`src/rtl/crr_pkg.sv`:
```
package crr_pkg;
    localparam int NUM_CORES   = 4;
    localparam int NUM_GPR     = 10;
    localparam int DATA_W      = 32;
    localparam int ADDR_W      = 12;
    localparam int NUM_FIXED   = 6;
    localparam int NUM_REGS    = NUM_FIXED + NUM_GPR;
    localparam int IDX_W       = ADDR_W - 2;
    localparam int REG_IW      = $clog2(NUM_REGS);
    localparam int CID_W       = $clog2(NUM_CORES);
    localparam int NUM_CHAN    = 3;

    localparam int IDX_CTRL    = 0;
    localparam int IDX_CAUSE   = 2;
    localparam int IDX_IMASK   = 4;
    localparam int IDX_GPR0    = NUM_FIXED;

    localparam int RST_LSB     = 13;
    localparam int EN_LSB      = 21;
    localparam int DISP_A      = 3;
    localparam int DISP_B      = 12;

    localparam logic [DATA_W-1:0] RV_CTRL  = DATA_W'(32'h0000_0521);
    localparam logic [DATA_W-1:0] RV_CAUSE = DATA_W'(32'h0000_0001);
    localparam logic [DATA_W-1:0] RV_IMASK = DATA_W'(32'h0000_001F);

    typedef logic [DATA_W-1:0] word_t;
    typedef logic [NUM_REGS-1:0][DATA_W-1:0] regbank_t;

    typedef struct packed {
        regbank_t regs;
    } rf_state_t;
endpackage

```
`src/rtl/crr_regfile.sv`:
```
module crr_regfile
    import crr_pkg::*;
(
    input  logic                 clk,
    input  logic                 rst_n,
    input  logic                 wr_en,
    input  logic [IDX_W-1:0]     wr_idx,
    input  word_t                wr_data,
    input  logic [IDX_W-1:0]     rd_idx,
    output word_t                rd_data,
    output regbank_t             regs_o,
    output logic [NUM_CORES-1:0] ev_on,
    output logic [NUM_CORES-1:0] ev_off,
    output logic [NUM_CORES-1:0] ev_rst
);
    localparam logic [IDX_W-1:0] LAST_IDX = IDX_W'(NUM_REGS - 1);

    rf_state_t st_d, st_q;
    word_t     cur_d, chg_d;
    logic      wr_ok;

    assign wr_ok = wr_en && (wr_idx <= LAST_IDX);

    always_comb begin
        st_d   = st_q;
        ev_on  = '0;
        ev_off = '0;
        ev_rst = '0;
        cur_d  = wr_data;
        chg_d  = st_q.regs[IDX_CTRL] ^ wr_data;
        if (wr_ok) begin
            if (wr_idx == IDX_W'(IDX_CTRL)) begin
                for (int c = 1; c < NUM_CORES; c++) begin
                    if (chg_d[EN_LSB + c]) begin
                        if (cur_d[EN_LSB + c]) ev_on[c]  = 1'b1;
                        else                   ev_off[c] = 1'b1;
                        cur_d[RST_LSB + c] = 1'b0;
                        chg_d[RST_LSB + c] = 1'b0;
                    end
                end
                for (int c = 0; c < NUM_CORES; c++) begin
                    if (chg_d[RST_LSB + c]) begin
                        ev_rst[c] = 1'b1;
                        cur_d[RST_LSB + c] = 1'b0;
                    end
                end
                if (chg_d[DISP_A]) cur_d[DISP_A] = 1'b0;
                if (chg_d[DISP_B]) cur_d[DISP_B] = 1'b0;
                st_d.regs[IDX_CTRL] = cur_d;
            end else begin
                st_d.regs[wr_idx[REG_IW-1:0]] = wr_data;
            end
        end
    end

    always_ff @(posedge clk) begin
        if (!rst_n) begin
            st_q.regs            <= '0;
            st_q.regs[IDX_CTRL]  <= RV_CTRL;
            st_q.regs[IDX_CAUSE] <= RV_CAUSE;
            st_q.regs[IDX_IMASK] <= RV_IMASK;
        end else begin
            st_q <= st_d;
        end
    end

    assign rd_data = (rd_idx <= LAST_IDX) ? st_q.regs[rd_idx[REG_IW-1:0]] : '0;
    assign regs_o  = st_q.regs;

    AST_RESET_VALUES: assert property (@(posedge clk) disable iff (!rst_n)
        $rose(rst_n) |-> (st_q.regs[IDX_CTRL] == RV_CTRL && st_q.regs[IDX_IMASK] == RV_IMASK));
    AST_OOR_WRITE: assert property (@(posedge clk) disable iff (!rst_n)
        (wr_en && wr_idx > LAST_IDX) |=> $stable(st_q.regs));
    AST_PLAIN_STORE: assert property (@(posedge clk) disable iff (!rst_n)
        (wr_en && wr_idx != IDX_W'(IDX_CTRL) && wr_idx <= LAST_IDX)
        |=> st_q.regs[$past(wr_idx[REG_IW-1:0])] == $past(wr_data));
    AST_SELF_CLEAR: assert property (@(posedge clk) disable iff (!rst_n)
        st_q.regs[IDX_CTRL][RST_LSB +: NUM_CORES] == '0);
    AST_DISP_CLEAR: assert property (@(posedge clk) disable iff (!rst_n)
        !st_q.regs[IDX_CTRL][DISP_A] && !st_q.regs[IDX_CTRL][DISP_B]);
    AST_TOGGLE_NO_RST: assert property (@(posedge clk) disable iff (!rst_n)
        ((ev_on | ev_off) & ev_rst) == '0);
endmodule

```
`src/rtl/crr_pick.sv`:
```
module crr_pick
    import crr_pkg::*;
#(
    parameter int N   = NUM_CORES,
    parameter int IDW = CID_W
) (
    input  logic           clk,
    input  logic           rst_n,
    input  logic [N-1:0]   set_i,
    input  logic [N-1:0]   cancel_i,
    output logic           req_o,
    output logic [IDW-1:0] id_o
);
    logic [N-1:0] pend_d, pend_q, gnt;

    always_comb begin
        id_o  = '0;
        gnt   = '0;
        req_o = |pend_q;
        for (int i = 0; i < N; i++) begin
            if (pend_q[i]) id_o = IDW'(i);
        end
        if (req_o) gnt[id_o] = 1'b1;
        pend_d = (pend_q & ~gnt & ~cancel_i) | set_i;
    end

    always_ff @(posedge clk) begin
        if (!rst_n) pend_q <= '0;
        else        pend_q <= pend_d;
    end

    AST_HIGHEST_FIRST: assert property (@(posedge clk) disable iff (!rst_n)
        req_o |-> ((pend_q >> id_o) == N'(1)));
    AST_SERVED_ONCE: assert property (@(posedge clk) disable iff (!rst_n)
        (req_o && !set_i[id_o]) |=> !pend_q[$past(id_o)]);
endmodule

```
`src/rtl/core_rst_regs.sv`:
```
module core_rst_regs
    import crr_pkg::*;
(
    input  logic        clk,
    input  logic        rst_n,
    input  logic        bus_we,
    input  logic [11:0] bus_addr,
    input  logic [31:0] bus_wdata,
    output logic [31:0] bus_rdata,
    output logic        up_req,
    output logic [1:0]  up_core,
    output logic [31:0] up_addr,
    output logic [31:0] up_ctx,
    output logic        down_req,
    output logic [1:0]  down_core,
    output logic        crst_req,
    output logic [1:0]  crst_core
);
    regbank_t             regs;
    logic [NUM_CORES-1:0] ev_on, ev_off, ev_rst;
    logic [NUM_CORES-1:0] ch_set    [NUM_CHAN];
    logic [NUM_CORES-1:0] ch_cancel [NUM_CHAN];
    logic                 ch_req    [NUM_CHAN];
    logic [CID_W-1:0]     ch_id     [NUM_CHAN];
    logic [REG_IW-1:0]    addr_idx, ctx_idx;

    crr_regfile u_rf (
        .clk     (clk),
        .rst_n   (rst_n),
        .wr_en   (bus_we),
        .wr_idx  (bus_addr[ADDR_W-1:2]),
        .wr_data (bus_wdata),
        .rd_idx  (bus_addr[ADDR_W-1:2]),
        .rd_data (bus_rdata),
        .regs_o  (regs),
        .ev_on   (ev_on),
        .ev_off  (ev_off),
        .ev_rst  (ev_rst)
    );

    assign ch_set[0]    = ev_on;
    assign ch_cancel[0] = ev_off;
    assign ch_set[1]    = ev_off;
    assign ch_cancel[1] = ev_on;
    assign ch_set[2]    = ev_rst;
    assign ch_cancel[2] = '0;

    for (genvar g = 0; g < NUM_CHAN; g++) begin : g_chan
        crr_pick #(.N(NUM_CORES), .IDW(CID_W)) u_pick (
            .clk      (clk),
            .rst_n    (rst_n),
            .set_i    (ch_set[g]),
            .cancel_i (ch_cancel[g]),
            .req_o    (ch_req[g]),
            .id_o     (ch_id[g])
        );
    end

    assign up_req    = ch_req[0];
    assign up_core   = ch_id[0];
    assign down_req  = ch_req[1];
    assign down_core = ch_id[1];
    assign crst_req  = ch_req[2];
    assign crst_core = ch_id[2];

    assign addr_idx = REG_IW'(IDX_GPR0 + 2 * int'(up_core));
    assign ctx_idx  = REG_IW'(IDX_GPR0 + 2 * int'(up_core) + 1);
    assign up_addr  = up_req ? regs[addr_idx] : '0;
    assign up_ctx   = up_req ? regs[ctx_idx]  : '0;

    AST_NO_START_CORE0: assert property (@(posedge clk) disable iff (!rst_n)
        up_req |-> up_core != '0);
    AST_START_STOP_EXCL: assert property (@(posedge clk) disable iff (!rst_n)
        (up_req && down_req) |-> up_core != down_core);
endmodule

```
`config.mk`:
```
export PLATFORM = sky130hd
export DESIGN_NAME = core_rst_regs
export DESIGN_NICKNAME = d
export VERILOG_FILES = /design/src/rtl/crr_pkg.sv /design/src/rtl/crr_regfile.sv /design/src/rtl/crr_pick.sv /design/src/rtl/core_rst_regs.sv
export SDC_FILE = /design/constraint.sdc
export NUM_CORES = 1
export LEC_CHECK = 0
export ABC_AREA = 1
export ABC_CLOCK_PERIOD_IN_PS = 6000
export BUFFER_PORTS_ARGS = -buffer_cell sky130_fd_sc_hd__buf_4
export CORE_MARGIN = 3
export CORE_UTILIZATION = 40
export CTS_BUF_LIST = sky130_fd_sc_hd__clkbuf_2 sky130_fd_sc_hd__clkbuf_4 sky130_fd_sc_hd__clkbuf_8
export DETAILED_ROUTE_END_ITERATION = 6
export SYNTH_ARGS = -nofsm -noshare
export SYNTH_HDL_FRONTEND = slang
export SYNTH_SLANG_ARGS = --single-unit
```
`constraint.sdc`:
```
create_clock -name clk -period 6 [get_ports clk]
set_input_delay 0.3 -clock clk [delete_from_list [all_inputs] [get_ports clk]]
set_output_delay 0.3 -clock clk [all_outputs]
set_load 0.02 [all_outputs]
```
==> impl_metrics.yaml, run 1 <==
run_status:
  status: "complete, no violations"
setup_path:
  crit_fanout: 58
  r2r_end: "g_chan[0].u_pick.pend_q[0]"
  start_kind: "flop"
  crit_top_cell: "nor2_1"
  end_kind: "output pin"
  r2r-start: "g_chan[0].u_pick.pend_q[2]"
  crit_chain: "inv_1 -> nand2_4 -> nand2_4 -> ha_4 -> inv_4 -> buf_4 -> o21ai_0 -> nor2_1 -> nor2_1 -> nor2_1 -> buf_4"
  cp_data_arrival_time_ps: 4470
  cpPeakStageDelay_ps: 640
  r2r_cells: 7
  crit_buf_inv: 4
  critical_path.top_delay_family: "buffers and inverters"
  criticalPathCategory: "reg -> out"
  crit_slowest_cell: "nand2_4"
  r2r_slack_ps: 3190
  required_ps: 5700
global_routing:
  grt_max_degree: 209
  grt_pass1_vias: 33510
  track_usage_pct: 31.51
  overflow: 0
  antenna_found_initial: 4
  grt_pass1_wl_um: 208400
logic_synthesis:
  synth_fp_nets: 5955
  synth_cell_types: 31
  postSynthAreaPerCell_um2: 5.564
  synth_top_area_cell: "dfxtp_1"
  synth_top_flop_cell: "dfxtp_1"
  synth_edf_count: 0
  yosys_register_bits: 524
  synthTopCellsByArea: "dfxtp_1 32%, nand2_1 18%, nor2_1 18%"
  async_flop_share_pct: 0
  synth_top_area_share_pct: 31.97
  synthesis.area_um2: 32810
  synth_warnings: 0
  seq_area_frac_synth_pct: 31.97
  syn_inst: 5897
floorplanning:
  num_io_pins: 152
  design.core.area_um2: 80940
  num_rows: 104
  start_util_pct: 40.54
  fp.dieH_um: 292.4
  die_x_um: 292.4
  die_area_um2: 85500
finish:
  area_delta_synth_final_pct: 10.83
  final_common_cell: "nand2_1"
  nets: 5868
  final_cell_mix: "1597 x nand2_1, 1590 x nor2_1, 726 x inv_1"
  fillerInstances: 8966
  regArea_um2: 10490
  fin_area_um2: 36360
  drive_above_1_share_pct: 7.809
  multiInputGateArea_um2: 17660
  fin_cells: 6953
drt:
  drt-pass1-iter-count: 5
  drtIter0Drc: 4062
  ant_nets: 0
  viasPerCell: 5.257
  drc: 0
  wl_per_cell_um: 19.92
  num_vias: 36550
  routed_wl_um: 138500
timing:
  relSlewSlack_pct: 14.25
  rsz0062_at_grt: "no"
  tightest_slew_ps: 1286
  slew_viol_final: 0
  final.setup_skew_ps: 15.92
  period_share_pct: 79.58
  max_freq_mhz: 209.4
  finalSetupViolCount: 0
  tns_ps: 0
  hold_viol: 0
  period_needed_ps: 4775
pwr:
  p_leak_nw: 19.39
  power.total_w: 0.007949
  ir_drop_uv: 167.0
  cellPowerDensity_nw_per_um2: 218.6
place:
  placed_cells: 6736
  dpl.hpwl_um: 73230
  place_area_um2: 33920
  gp_congestion: 0.8277
  io_buffer_count: 149
cts:
  postCtsResizedCells: 0
  numClockSinks: 524
  post_cts.repair.setup_buffers: 0
  clockBufferDepth: 3
  cts_made_buffers: 99
  cts_hold_buffers: 33
  insertion_delay_ps: 720
  clockRootBuffer: "clkbuf_8"
  htree_levels: 3
  cts_tree: "yes"
  clkTransAtPathRegs_ps: 60
min_path:
  min_path_cells: 3
  min-delay-start: "rst_n"
  hold_path.class: "in -> reg"
  holdPathEnd: "u_rf.regs_o[511]"
run:
  maxCapViolCount: 0
==> flip-flops by register name (all words and copies together), names as in the netlist <==
| name | flops |
|---|---|
| u_rf.regs_o | 512 |
| g_chan.u_pick.pend_q | 12 |
==> final cells by class <==
class	instances	area share, %
tap	1060	3.647
clock inverter	6	0.1239
clock buffer	176	5.681
antenna	2	0.01376
multi-input combinational	4188	48.55
inverter	759	7.869
sequential	524	28.85
timing repair buffer	238	5.264
==> worst max path at each step <==
stage	slack [ps]	end	depth (start not counted)	start
after floorplan	3210	up_ctx[22]	12	g_chan[0].u_pick.pend_q[3]
after global placement	2090	up_ctx[13]	11	g_chan[0].u_pick.pend_q[2]
after detailed placement	2030	up_ctx[13]	11	g_chan[0].u_pick.pend_q[2]
after CTS	1250	up_ctx[13]	11	g_chan[0].u_pick.pend_q[2]
after global routing	1090	up_addr[18]	10	g_chan[0].u_pick.pend_q[2]
final	1230	up_ctx[13]	11	g_chan[0].u_pick.pend_q[2]
==> where the power goes <==
part / switching, W / internal, W
Combinational: 0.000470 / 0.000164
Sequential: 0.00000117 / 0.00348
Clock: 0.00169 / 0.00214
Total: 0.00216 / 0.00578
==> logic make-up (layout without fill, tap and decap cells) <==
kind of cell,Yosys count,in the layout,synth area share (%)
AOI/OAI and AO/OA,253,253,3.905
adders and majority gates,11,11,0.4194
buffers and inverters,1185,1179,14.76
DFF,524,524,31.97
other,0,2,0
and+or+nand+nor,3924,3924,48.94
==> metrics by stage <==
step | setup WS [ps] | hold WS (ps) | util, %
floorplan | 3208 | 421.2 | -
global placement | 2091 | 434.4 | 41.91
detailed placement | 2034 | 439.3 | 41.91
CTS | 1251 | 42.03 | 44.92
global route | 1085 | 73.04 | 44.93
finish | 1225 | 58.76 | 44.93
==> cells in the mapped netlist, types with 10 or more instances <==
| master | count |
|---|---|
| buf_2 | 137 |
| ha_1 | 11 |
| inv_2 | 29 |
| nand2_1 | 1603 |
| o21ai_0 | 79 |
| buf_1 | 40 |
| nand3_1 | 501 |
| inv_1 | 729 |
| o21ai_1 | 10 |
| buf_4 | 15 |
| dfxtp_1 | 524 |
| nor2_1 | 1597 |
| clkbuf_1 | 212 |
| nand4_1 | 191 |
| buf_6 | 21 |
| a21oi_1 | 158 |
==> metal layers <==
metal / wire length (µm) / up-vias / global-route usage (%)
met5: 27 / - / 0
met4: 5270 / 4 / 11.39
met3: 13800 / 308 / 5.573
met2: 60560 / 1870 / 50.16
met1: 58830 / 16730 / 42.87
li1: - / 17640 / -
==> tightest hold or removal path, cell delays in order <==
cell	delay (ps)
buf_8	240
nand2_1	150
nor2_1	30
Note: power is estimated with default switching activity, not from simulation.
==> run 2, diff against run 1 <==
--- a/config.mk
+++ b/config.mk
@@ -6,7 +6,7 @@
 export NUM_CORES = 1
 export LEC_CHECK = 0
 export ABC_AREA = 1
-export ABC_CLOCK_PERIOD_IN_PS = 6000
+export ABC_CLOCK_PERIOD_IN_PS = 4300
 export BUFFER_PORTS_ARGS = -buffer_cell sky130_fd_sc_hd__buf_4
 export CORE_MARGIN = 3
 export CORE_UTILIZATION = 40
==> constraint.sdc (replaced) <==
create_clock -name clk -period 4.3 [get_ports clk]
set_input_delay 0.215 -clock clk [delete_from_list [all_inputs] [get_ports clk]]
set_output_delay 0.215 -clock clk [all_outputs]
set_load 0.02 [all_outputs]
==> run 2 against run 1 <==
  * Sequential power is 40% higher
  * Power is 39% higher
  * Core utilization is 0.43 points higher
  * Sequential share of layout area is 0.28 points lower
  * Register-to-register slack worse by 870 ps
  * Cell count is 0.35% higher
  * Hold slack worse by 14 ps
  * Worst setup slack worse by 750 ps
  * Count of clock-buffer cells in the layout is 16 lower
  * Critical path depth stayed put
  * Design area is 0.97% higher
  * Combinational power is 41% higher
  * Highest routed layer is now met4
==> impl_metrics.yaml, run 2 (synthesis gave the netlist of run 1 again) <==
setup_path:
  cp_data_arrival_time_ps: 3610
  start_kind: "flop"
  crit_top_cell: "nor2_1"
  required_ps: 4090
  cpPeakStageDelay_ps: 540
  end_kind: "output pin"
  criticalPathCategory: "reg -> out"
  r2r_cells: 7
  crit_chain: "nor2_1 -> buf_4 -> inv_1 -> ha_4 -> inv_4 -> buf_4 -> o21ai_0 -> nor2_1 -> nor2_1 -> nor2_1 -> buf_4"
  crit_fanout: 44
  crit_slowest_cell: "inv_4"
finish:
  area_delta_synth_final_pct: 11.90
  drive_above_1_share_pct: 8.067
  fillerInstances: 8958
  final_common_cell: "nand2_1"
  utilization_pct: 45.36
  final_cell_mix: "1597 x nand2_1, 1590 x nor2_1, 726 x inv_1"
  largest_reg_flops: 512
  multiInputGateArea_um2: 17640
  nets: 5899
  regArea_um2: 10490
global_routing:
  grt_max_degree: 196
  grt-busiest-layer: "met2"
  antenna_found_initial: 3
  grt_pass1_vias: 33470
  track_usage_pct: 31.62
  grt_use_met3_pct: 5.611
  use_met1_pct: 42.36
  grt_pass1_wl_um: 208700
  grt_use_met2_pct: 50.37
  overflow: 0
cts:
  postCtsResizedCells: 0
  clkTransAtPathRegs_ps: 70
  post_cts.repair.setup_buffers: 0
  numClockSinks: 524
  insertion_delay_ps: 710
  cts_tree: "yes"
  cts_made_buffers: 97
  htree_levels: 3
  clockRootBuffer: "clkbuf_8"
  clockBufferDepth: 3
pwr:
  cellPowerDensity_nw_per_um2: 300.3
  p_leak_nw: 19.59
  ir_drop_uv: 211.4
floorplanning:
  fp.dieH_um: 292.4
  start_util_pct: 40.54
  num_io_pins: 152
  num_rows: 104
  die_x_um: 292.4
  design.core.area_um2: 80940
  die_area_um2: 85500
timing:
  max_freq_mhz: 261.5
  hold_viol: 0
  rsz0062_at_grt: "no"
  tightest_slew_ps: 1283
  finalSetupViolCount: 0
  final.setup_skew_ps: 11.83
  relSlewSlack_pct: 14.50
  period_needed_ps: 3824
  slew_viol_final: 0
  tns_ps: 0
  period_share_pct: 88.94
drt:
  drt-pass1-iter-count: 6
  ant_nets: 0
  num_vias: 36320
  wl_per_cell_um: 19.88
  drc: 0
  drtIter0Drc: 4023
  viasPerCell: 5.205
  routed_wl_um: 138700
min_path:
  min_path_cells: 7
  hold_path.class: "in -> reg"
run_status:
  status: "complete, no violations"
place:
  gp_congestion: 0.8362
  io_buffer_count: 149
  dpl.hpwl_um: 76230
run:
  maxCapViolCount: 0
## run 2: changes by cell type in the layout (fill, tap and decap cells not counted), moves of 5 or more
cell,delta
clkbuf_8,+7
buf_12,+11
buf_4,+17
clkinv_2,+7
dlygate4sd3_1,+5
clkbuf_4,-23
## run 2: layout make-up
class	count	share of cell area [%]
tap	1060	3.612
sequential	524	28.57
clock inverter	11	0.2351
inverter	759	7.787
antenna	4	0.02726
multi-input combinational	4188	48.05
timing repair buffer	271	6.297
clock buffer	160	5.418
## run 2: metal layers
| metal | wire length (µm) | share of wire, % |
|---|---|---|
| met1 | 58330 | 42 |
| met2 | 61000 | 44 |
| met4 | 5744 | 4.1 |
| met3 | 13620 | 9.8 |
| met5 | 0 | 0 |
## run 2: timing repair
action | 4_1_cts | 5_1_grt
hold buffers | 38 | 0
setup endpoints to repair | 0 | 0
hold endpoints to repair | 332 | 0
## run 2: final timing paths
check,startpoint,end,slack [ps]
max,g_chan[0].u_pick.pend_q[3],up_ctx[2],480
min,bus_addr[9],u_rf.regs_o[16],40
max reg2reg,g_chan[0].u_pick.pend_q[2],g_chan[0].u_pick.pend_q[0],2320
min reg2reg,g_chan[1].u_pick.pend_q[0],g_chan[1].u_pick.pend_q[0],450
## run 2: worst max-delay path, delay by kind of cell (launching register included)
kind	cells	cell delay, ps
flops	1	420
fa+ha+maj	1	240
buf+inv	5	1480
compound gates	1	130
simple gates	4	590
## run 2: metrics by stage
stage,power [W],hold WS (ps),area (µm²),worst slack (ps),instances
6_report,0.01102,44.69,36720,475.6,6977
5_1_grt,0.01136,85.70,36710,280.7,6975
4_1_cts,0.01105,12.14,36710,498.6,6973
3_5_place_dp,0.005804,443.1,34250,1119,6764
3_3_place_gp,0.005803,434.9,34250,1167,6764
2_1_floorplan,0.005499,349.9,32810,1593,5897
## run 2: where the power goes
| part | internal, W | total (W) | switching, W |
|---|---|---|---|
| clock network | 0.00296 | 0.00527 | 0.00232 |
| registers | 0.00486 | 0.00486 | 0.00000165 |
| logic | 0.000235 | 0.000890 | 0.000655 |
